[config.mk]
export PLATFORM = sky130hd
export DESIGN_NAME = lane_drive_adjust
export DESIGN_NICKNAME = d
export VERILOG_FILES = /design/src/rtl/ldadj_pkg.sv /design/src/rtl/ldadj_worst.sv /design/src/rtl/ldadj_clamp.sv /design/src/rtl/lane_drive_adjust.sv
export SDC_FILE = /design/constraint.sdc
export NUM_CORES = 1
export LEC_CHECK = 0
export ABC_AREA = 1
export BUFFER_PORTS_ARGS = -buffer_cell sky130_fd_sc_hd__buf_2
export CAP_MARGIN = 20
export CORE_ASPECT_RATIO = 0.75
export CORE_UTILIZATION = 54
export CTS_BUF_LIST = sky130_fd_sc_hd__clkbuf_4 sky130_fd_sc_hd__clkbuf_8
export CTS_CLUSTER_SIZE = 12
export DETAILED_ROUTE_END_ITERATION = 10
export PLACE_DENSITY = 0.92
export SYNTH_ARGS = -nofsm -noshare
export SYNTH_HDL_FRONTEND = slang
export SYNTH_HIERARCHICAL = 1
export SYNTH_SLANG_ARGS = --single-unit
[constraint.sdc]
create_clock -name clk -period 6.1 [get_ports clk]
set_input_delay 0 -clock clk [delete_from_list [all_inputs] [get_ports clk]]
set_output_delay 0 -clock clk [all_outputs]
set_load 0.01 [all_outputs]
[src/rtl/ldadj_pkg.sv]
package ldadj_pkg;

    typedef enum logic [0:0] {
        ST_IDLE   = 1'b0,
        ST_REPORT = 1'b1
    } ldadj_state_t;

    // Ceiling shrinks as swing grows: full scale minus swing, floored at 0.
    function automatic logic [7:0] pe_ceiling(input logic [7:0] swing_lvl,
                                              input logic [7:0] pe_full);
        if (swing_lvl >= pe_full) return 8'd0;
        return pe_full - swing_lvl;
    endfunction

endpackage

[src/rtl/ldadj_worst.sv]
module ldadj_worst #(
    parameter int LANES = 4,
    parameter int SW_W  = 2,
    parameter int PE_W  = 2,
    parameter int CNT_W = 3
) (
    input  logic [LANES*(SW_W+PE_W)-1:0] req_word,
    input  logic [CNT_W-1:0]             lane_count,
    output logic [SW_W-1:0]              sw_worst,
    output logic [PE_W-1:0]              pe_worst
);
    localparam int NIB_W = SW_W + PE_W;

    logic [SW_W-1:0] sw_masked [LANES];
    logic [PE_W-1:0] pe_masked [LANES];

    // Inactive lanes contribute zero, which never wins a maximum.
    for (genvar g = 0; g < LANES; g++) begin : g_mask
        logic lane_on;
        assign lane_on      = (CNT_W'(g) < lane_count);
        assign sw_masked[g] = lane_on ? req_word[g*NIB_W +: SW_W]        : '0;
        assign pe_masked[g] = lane_on ? req_word[g*NIB_W + SW_W +: PE_W] : '0;
    end

    always_comb begin
        sw_worst = '0;
        pe_worst = '0;
        for (int i = 0; i < LANES; i++) begin
            if (sw_masked[i] > sw_worst) sw_worst = sw_masked[i];
            if (pe_masked[i] > pe_worst) pe_worst = pe_masked[i];
        end
    end
endmodule

[src/rtl/ldadj_clamp.sv]
module ldadj_clamp
    import ldadj_pkg::*;
#(
    parameter int SW_W   = 2,
    parameter int PE_W   = 2,
    parameter int BYTE_W = 8
) (
    input  logic [SW_W-1:0]   sw_in,
    input  logic [PE_W-1:0]   pe_in,
    input  logic [SW_W-1:0]   sw_limit,
    output logic [BYTE_W-1:0] train_byte
);
    localparam int PAD_W = BYTE_W - SW_W - PE_W - 2;
    localparam logic [7:0] PE_FULL = 8'((1 << PE_W) - 1);

    logic [SW_W-1:0] sw_out;
    logic            sw_hit;
    logic [PE_W-1:0] pe_ceil;
    logic [PE_W-1:0] pe_out;
    logic            pe_hit;

    always_comb begin
        sw_hit = (sw_in >= sw_limit);
        sw_out = sw_hit ? sw_limit : sw_in;
    end

    // Ceiling is looked up with the swing after clamping.
    assign pe_ceil = PE_W'(pe_ceiling(8'(sw_out), PE_FULL));

    always_comb begin
        pe_hit = (pe_in >= pe_ceil);
        pe_out = pe_hit ? pe_ceil : pe_in;
    end

    assign train_byte = {{PAD_W{1'b0}}, pe_hit, pe_out, sw_hit, sw_out};
endmodule

[src/rtl/lane_drive_adjust.sv]
module lane_drive_adjust
    import ldadj_pkg::*;
#(
    parameter int LANES  = 4,
    parameter int SW_W   = 2,
    parameter int PE_W   = 2,
    parameter int CNT_W  = 3,
    parameter int BYTE_W = 8
) (
    input  logic                         clk,
    input  logic                         rst,
    input  logic                         start,
    input  logic [LANES*(SW_W+PE_W)-1:0] req_word,
    input  logic [CNT_W-1:0]             lane_count,
    input  logic [SW_W-1:0]              swing_limit,
    output logic [LANES*BYTE_W-1:0]      lane_bytes,
    output logic                         all_max_swing,
    output logic                         done
);
    localparam int SW_FLAG = SW_W;

    ldadj_state_t state_q, state_d;
    logic         accept;

    logic [SW_W-1:0]   sw_worst;
    logic [PE_W-1:0]   pe_worst;
    logic [BYTE_W-1:0] new_byte;
    logic [CNT_W-1:0]  count_q;
    logic [BYTE_W-1:0] slot_q [LANES];

    ldadj_worst #(
        .LANES(LANES), .SW_W(SW_W), .PE_W(PE_W), .CNT_W(CNT_W)
    ) u_worst (
        .req_word  (req_word),
        .lane_count(lane_count),
        .sw_worst  (sw_worst),
        .pe_worst  (pe_worst)
    );

    ldadj_clamp #(
        .SW_W(SW_W), .PE_W(PE_W), .BYTE_W(BYTE_W)
    ) u_clamp (
        .sw_in     (sw_worst),
        .pe_in     (pe_worst),
        .sw_limit  (swing_limit),
        .train_byte(new_byte)
    );

    // Next state: T_ACCEPT from idle on start, T_RETURN always back.
    always_comb begin
        state_d = state_q;
        unique case (state_q)
            ST_IDLE:   if (start) state_d = ST_REPORT;
            ST_REPORT: state_d = ST_IDLE;
        endcase
    end

    always_ff @(posedge clk) begin
        if (rst) state_q <= ST_IDLE;
        else     state_q <= state_d;
    end

    // Output process: done follows the report state.
    always_comb begin
        accept = 1'b0;
        done   = 1'b0;
        unique case (state_q)
            ST_IDLE:   accept = start;
            ST_REPORT: done   = 1'b1;
        endcase
    end

    always_ff @(posedge clk) begin
        if (rst)         count_q <= '0;
        else if (accept) count_q <= lane_count;
    end

    for (genvar g = 0; g < LANES; g++) begin : g_slot
        always_ff @(posedge clk) begin
            if (rst)         slot_q[g] <= '0;
            else if (accept) slot_q[g] <= new_byte;
        end
        assign lane_bytes[g*BYTE_W +: BYTE_W] = slot_q[g];
    end

    always_comb begin
        all_max_swing = !rst && (count_q != '0);
        for (int i = 0; i < LANES; i++) begin
            if ((CNT_W'(i) < count_q) && !slot_q[i][SW_FLAG]) all_max_swing = 1'b0;
        end
    end
endmodule

==> flow_metrics.py, run 1 <==
metrics = {
    "critical_path": {
        "crit_start": "lane_count[2]",
        "end_kind": "flop",
        "setup.worst_path.start_class": "primary input",
        "r2r_end": "slot_q[2][5]",
        "worst_path_largest_cell_delay_ns": 0.30,
        "critPathRequiredTime_ns": 6.12,
        "worstPathMaxFanout": 7,
        "path_class": "primary input to flop",
        "r2r_slack_ns": 4.90,
        "slowest_stage": "ha_1",
        "reg2reg_from": "state_q",
        "crit_top_cell": "nand2_1",
        "rr_worst_depth": 3,
        "cp.arrival_ns": 4.07,
    },
    "logic_synthesis": {
        "ys_seq_area_share_pct": 22.0,
        "ys_ff_latch": 12,
        "avgSynthCellArea_um2": 7.25,
        "syn_inst": 201,
        "yosysWarnings": 6,
        "synth_top_area_share_pct": 20.6,
        "syn_area_um2": 1460,
        "synth.distinct_cells": 21,
        "synth_area_leader_cell": "ha_1",
        "synth_area_leaders": "ha_1 (21%), edfxtp_1 (16%), buf_4 (14%), inv_1 (11%), nand2_1 (10%)",
    },
    "grt": {
        "overflow": 0,
        "antenna_found_initial": 0,
        "grtUsageTotal_pct": 17.1,
        "grt_pass1_vias": 924,
        "grt_pass1_wl_um": 3590,
        "grt_max_degree": 10,
    },
    "place": {
        "dp_cells": 265,
        "io_buffers": 57,
        "hpwl_um": 2110,
        "gp_congestion": 0.796,
    },
    "pwr": {
        "peakVddDrop_v": 0.0000725,
        "power_density_nw_per_um2": 189,
        "p_leak_nw": 1.03,
        "power_mw": 0.305,
    },
    "route": {
        "drc": 0,
        "wl_per_cell_um": 9.08,
        "drt-pass1-iter-count": 4,
        "drtIter0Drc": 24,
        "ant_nets": 0,
        "vias": 1189,
        "wl_um": 2440,
        "viasPerCell": 4.42,
    },
    "timing": {
        "hold_viol_final": 0,
        "final.setup.tns_ns": 0,
        "fin_crit_ns": 4.05,
        "hold_ws_ns": 0.0317,
        "slew_viol_final": 0,
        "min_period_over_period_pct": 66.4,
        "skew_ns": 0.00345,
        "max_freq_ghz": 0.247,
        "setup-violations-final": 0,
        "rsz0062_at_grt": "no",
    },
    "hold_path": {
        "holdPathEnd": "count_q[0]",
        "hold_class": "primary input to flop",
        "hp-start": "lane_count[0]",
        "whs_path_depth": 3,
    },
    "clock_tree": {
        "cts_buffer_depth": 2,
        "cts_resized": 0,
        "htreeDepth": 1,
        "hold_buffers": 0,
        "cts_inserted_buffers": 3,
        "root_buffer": "clkbuf_4",
        "cts_setup_buffers": 0,
        "clk_latency_ns": 0.26,
        "cts.reportedPaths.clkPinSlew_ns": 0.07,
        "cts_tree": "yes",
        "cts.sinks": 12,
    },
    "final_layout": {
        "n_fill_cell": 214,
        "drive_gt1_share_pct": 33.2,
        "areaGrowthSynthToFinish_pct": 10.8,
        "seqCellArea_um2": 320,
        "antenna_cells": 0,
        "final_nets": 284,
        "multiInputGateArea_um2": 762,
        "layoutNonFillerInstCount": 269,
    },
    "floorplan": {
        "io_pins": 58,
        "die_y_um": 47.0,
        "fp.dieArea_um2": 2910,
        "fp-row-count": 15,
        "die_x_um": 62.0,
        "initial_utilization_pct": 60.2,
        "core_um2": 2420,
    },
    "run_status": {
        "status": "completed",
    },
    "run": {
        "maxCapViolations": 0,
    },
}
-- power by group --
part           internal, mW  switching [mW]
combinational        0.0598          0.0854
clock                0.0362          0.0243
sequential           0.0946         0.00454
total                 0.191           0.114
-- sequential cells by signal (all words and copies together), names as in the netlist --
register,flops
state_q,1
slot_q,8
count_q,3
-- through the flow --
stage                     setup WS (ns)  utilization [%]  cell area, um2
final                              2.05             66.7            1620
after global routing               1.75             66.7            1620
after CTS                          2.06             66.7            1620
after detailed placement           1.79             65.2            1580
after global placement             1.92             65.2            1580
after floorplan                    2.28                -            1460
-- placed cells by master (no fill, tap or decap), drive strengths merged --
| master | Yosys | routed |
|---|---|---|
| conb | 1 | 2 |
| nand3 | 15 | 15 |
| o21bai | 2 | 2 |
| o22ai | 2 | 2 |
| buf | 28 | 57 |
| nand2 | 44 | 44 |
| nor2 | 17 | 17 |
| inv | 44 | 44 |
| edfxtp | 8 | 8 |
| nand4 | 4 | 4 |
| nor3 | 1 | 1 |
| dfxtp | 4 | 4 |
| and2 | 2 | 2 |
| clkinv | 1 | 1 |
| a21oi | 2 | 2 |
| or2 | 2 | 2 |
| ha | 24 | 24 |
| clkbuf | 0 | 4 |
-- worst max-delay path by stage --
stage,cells past startpoint,endpoint,slack (ns)
after floorplan,34,slot_q[2][5],2.28
after global placement,36,slot_q[2][3],1.92
after detailed placement,36,slot_q[2][3],1.79
after CTS,36,slot_q[2][3],2.06
after global routing,36,slot_q[2][3],1.75
final,36,slot_q[2][3],2.05
-- Yosys cell counts --
cell type	number
clkinv_1	1
a21oi_2	2
nand2_1	40
inv_1	42
dfxtp_1	4
o22ai_1	2
nor3_1	1
nor2_4	2
nand2_2	4
o21bai_1	2
nand3_2	5
edfxtp_1	8
nor2_1	15
and2_1	2
nand4_1	4
buf_4	28
or2_2	2
conb_1	1
ha_1	24
nand3_1	10
inv_2	2
-- worst max-delay path: cells and delay by family --
| kind | cells | cell delay, ns |
|---|---|---|
| simple gates | 22 | 2.12 |
| fa+ha+maj | 5 | 1.34 |
| buf+inv | 8 | 0.54 |
| compound gates | 1 | 0.08 |
-- logic make-up (layout without fill, tap and decap cells) --
family,after synthesis,after routing,share of synthesized area (%)
AO/OA/AOI/OAI,6,6,3.09
adder cells (fa/ha/maj),24,24,20.6
buffers and inverters,73,106,26.0
flip-flops,12,12,22.0
other,1,2,0.257
AND/OR/NAND/NOR,85,85,28.1
-- final cells by class --
| cell class | count | area share [%] |
|---|---|---|
| multi-input combinational | 117 | 47.2 |
| sequential | 12 | 19.8 |
| timing repair buffer | 57 | 17.7 |
| inverter | 45 | 10.5 |
| tap | 34 | 2.63 |
| clock buffer | 4 | 2.25 |
-- layer usage --
layer	wire length (um)	global-route usage, %	part of all wire, %	vias to the layer above
li1	-	-	-	655
met1	1170	21.1	48	484
met2	1130	31.5	46	48
met3	128	1.65	5.2	2
met4	18	5.33	0.74	0
met5	0	0	0	-
(Power assumes the default switching activity.)
==> run 2: changes to the inputs <==
- CORE_UTILIZATION: 54 -> 46
- PLACE_DENSITY: 0.92 -> 0.83
- clock period: 6.1 -> 3.37 ns (I/O delays scaled with it)
==> flow_metrics.py, run 2 (synthesized netlist as in run 1, its figures left out) <==
metrics = {
    "run_status": {
        "status": "complete, but fails checks",
        "violations": "negative setup slack",
    },
    "route": {
        "drt-pass1-iter-count": 4,
        "drc": 0,
        "wl_um": 3770,
        "viasPerCell": 4.64,
        "wl_per_cell_um": 11.7,
        "vias": 1493,
        "drtIter0Drc": 64,
        "ant_nets": 0,
    },
    "floorplan": {
        "fp.dieArea_um2": 3400,
        "die_x_um": 67,
        "initial_utilization_pct": 48.9,
        "io_pins": 58,
        "fp-row-count": 17,
        "die_y_um": 50.8,
        "core_um2": 2980,
    },
    "hold_path": {
        "whs_path_depth": 3,
        "hold_class": "primary input to flop",
    },
    "clock_tree": {
        "cts_tree": "yes",
        "cts_buffer_depth": 2,
        "cts_inserted_buffers": 3,
        "htreeDepth": 1,
        "cts.reportedPaths.clkPinSlew_ns": 0.05,
        "clk_latency_ns": 0.25,
        "cts.sinks": 12,
        "root_buffer": "clkbuf_8",
        "hold_buffers": 0,
    },
    "timing": {
        "max_freq_ghz": 0.269,
        "skew_ns": 0.00588,
        "hold_ws_ns": 0.0817,
        "timing.final.ws_setup_ns": -0.343,
        "fin_crit_ns": 3.71,
        "final.setup.tns_ns": -0.942,
        "min_period_over_period_pct": 110,
        "setup-violations-final": 3,
        "slew_viol_final": 0,
        "hold_viol_final": 0,
        "rsz0062_at_grt": "yes",
    },
    "final_layout": {
        "regMostFlops": "slot_q",
        "seqCellArea_um2": 320,
        "n_fill_cell": 219,
        "drive_gt1_share_pct": 59.9,
        "layout_commonest_cell": "buf_2",
        "postLayoutCoreUtil_pct": 75.2,
        "areaGrowthSynthToFinish_pct": 53.6,
        "final_cell_mix": "buf_2 (55), buf_4 (48), inv_1 (34)",
        "multiInputGateArea_um2": 985,
        "largest_reg_flops": 8,
        "final_nets": 333,
        "antenna_cells": 0,
        "top_regs": "slot_q x8, count_q x3, state_q x1",
    },
    "place": {
        "io_buffers": 57,
        "gp_congestion": 0.733,
        "hpwl_um": 2400,
    },
    "critical_path": {
        "slowest_stage": "ha_4",
        "worst_path_largest_cell_delay_ns": 0.26,
        "end_kind": "flop",
        "crit_top_cell": "nand2_2",
        "rr_worst_depth": 3,
        "critPathRequiredTime_ns": 3.37,
        "cp.arrival_ns": 3.71,
        "worstPathMaxFanout": 3,
        "setup.worst_path.start_class": "primary input",
        "path_class": "primary input to flop",
    },
    "grt": {
        "overflow": 0,
        "antenna_found_initial": 0,
        "grt_max_degree": 10,
        "grt_pass1_wl_um": 5750,
        "grt_pass1_vias": 1450,
        "grtUsageTotal_pct": 22.8,
    },
    "pwr": {
        "p_leak_nw": 1.29,
        "power_density_nw_per_um2": 369,
        "peakVddDrop_v": 0.000127,
        "power_mw": 0.827,
    },
    "run": {
        "maxCapViolations": 0,
    },
}
[run 2: cell types whose count changed in the layout (fill, tap and decap cells not counted), moves of 3 or more]
cell,change
buf_4,+48
buf_6,+3
ha_1,-7
ha_4,+7
inv_1,-8
inv_2,+8
nand2_1,-18
nand2_2,+14
nand2_4,+4
nand3_1,-4
nand3_2,+3
nor2_1,-3
[run 2: stage by stage]
stage               setup slack, ns  cells  cell area (um2)
finish                       -0.343    322             2240
CTS                         -0.0892    318             2140
detailed placement           -0.731    295             1810
global route                 -0.542    322             2240
global placement             -0.567    295             1810
floorplan                    -0.365    202             1490
[run 2: path summary, 6_finish.rpt]
kind                 start            to  slack [ns]
max          lane_count[1]  slot_q[2][3]       -0.34
max reg2reg        state_q  slot_q[2][2]        2.17
min                  start    count_q[0]        0.08
min reg2reg     count_q[1]    count_q[1]        0.48
[run 2: what timing repair did]
action,4_1_cts,5_1_grt
gates cloned,0,0
gates resized for setup,30,18
pin swaps,27,15
setup endpoints to repair,3,3
setup buffers,19,4
[run 2: critical path, delay by kind of cell]
family	cells	cell delay, ns
AND/OR/NAND/NOR	19	1.74
buffers and inverters	11	1.07
adder cells (fa/ha/maj)	4	0.84
AO/OA/AOI/OAI	1	0.07
[run 2: final cells by class]
class	count	share of cell area (%)
multi-input cells	117	44.0
repair buffers	106	29.9
flip-flops and latches	12	14.3
inverters	45	7.54
clock buffers	4	2.18
well taps	38	2.12
[run 2: routing by layer]
| layer | GRT usage (%) | vias to the layer above | part of all wire (%) |
|---|---|---|---|
| met2 | 43.8 | 64 | 54 |
| met3 | 1.82 | 13 | 4.3 |
| met4 | 16.0 | 0 | 3.3 |
| li1 | - | 750 | - |
| met5 | 0 | - | 0 |
| met1 | 22.5 | 666 | 39 |
[run 2: report_power, final]
group	leakage (nW)	total, mW	internal, mW	switching [mW]
combinational	1.15	0.503	0.257	0.246
sequential	0.120	0.180	0.172	0.00826
clock	0.0262	0.144	0.0914	0.0529
total	1.29	0.827	0.520	0.307
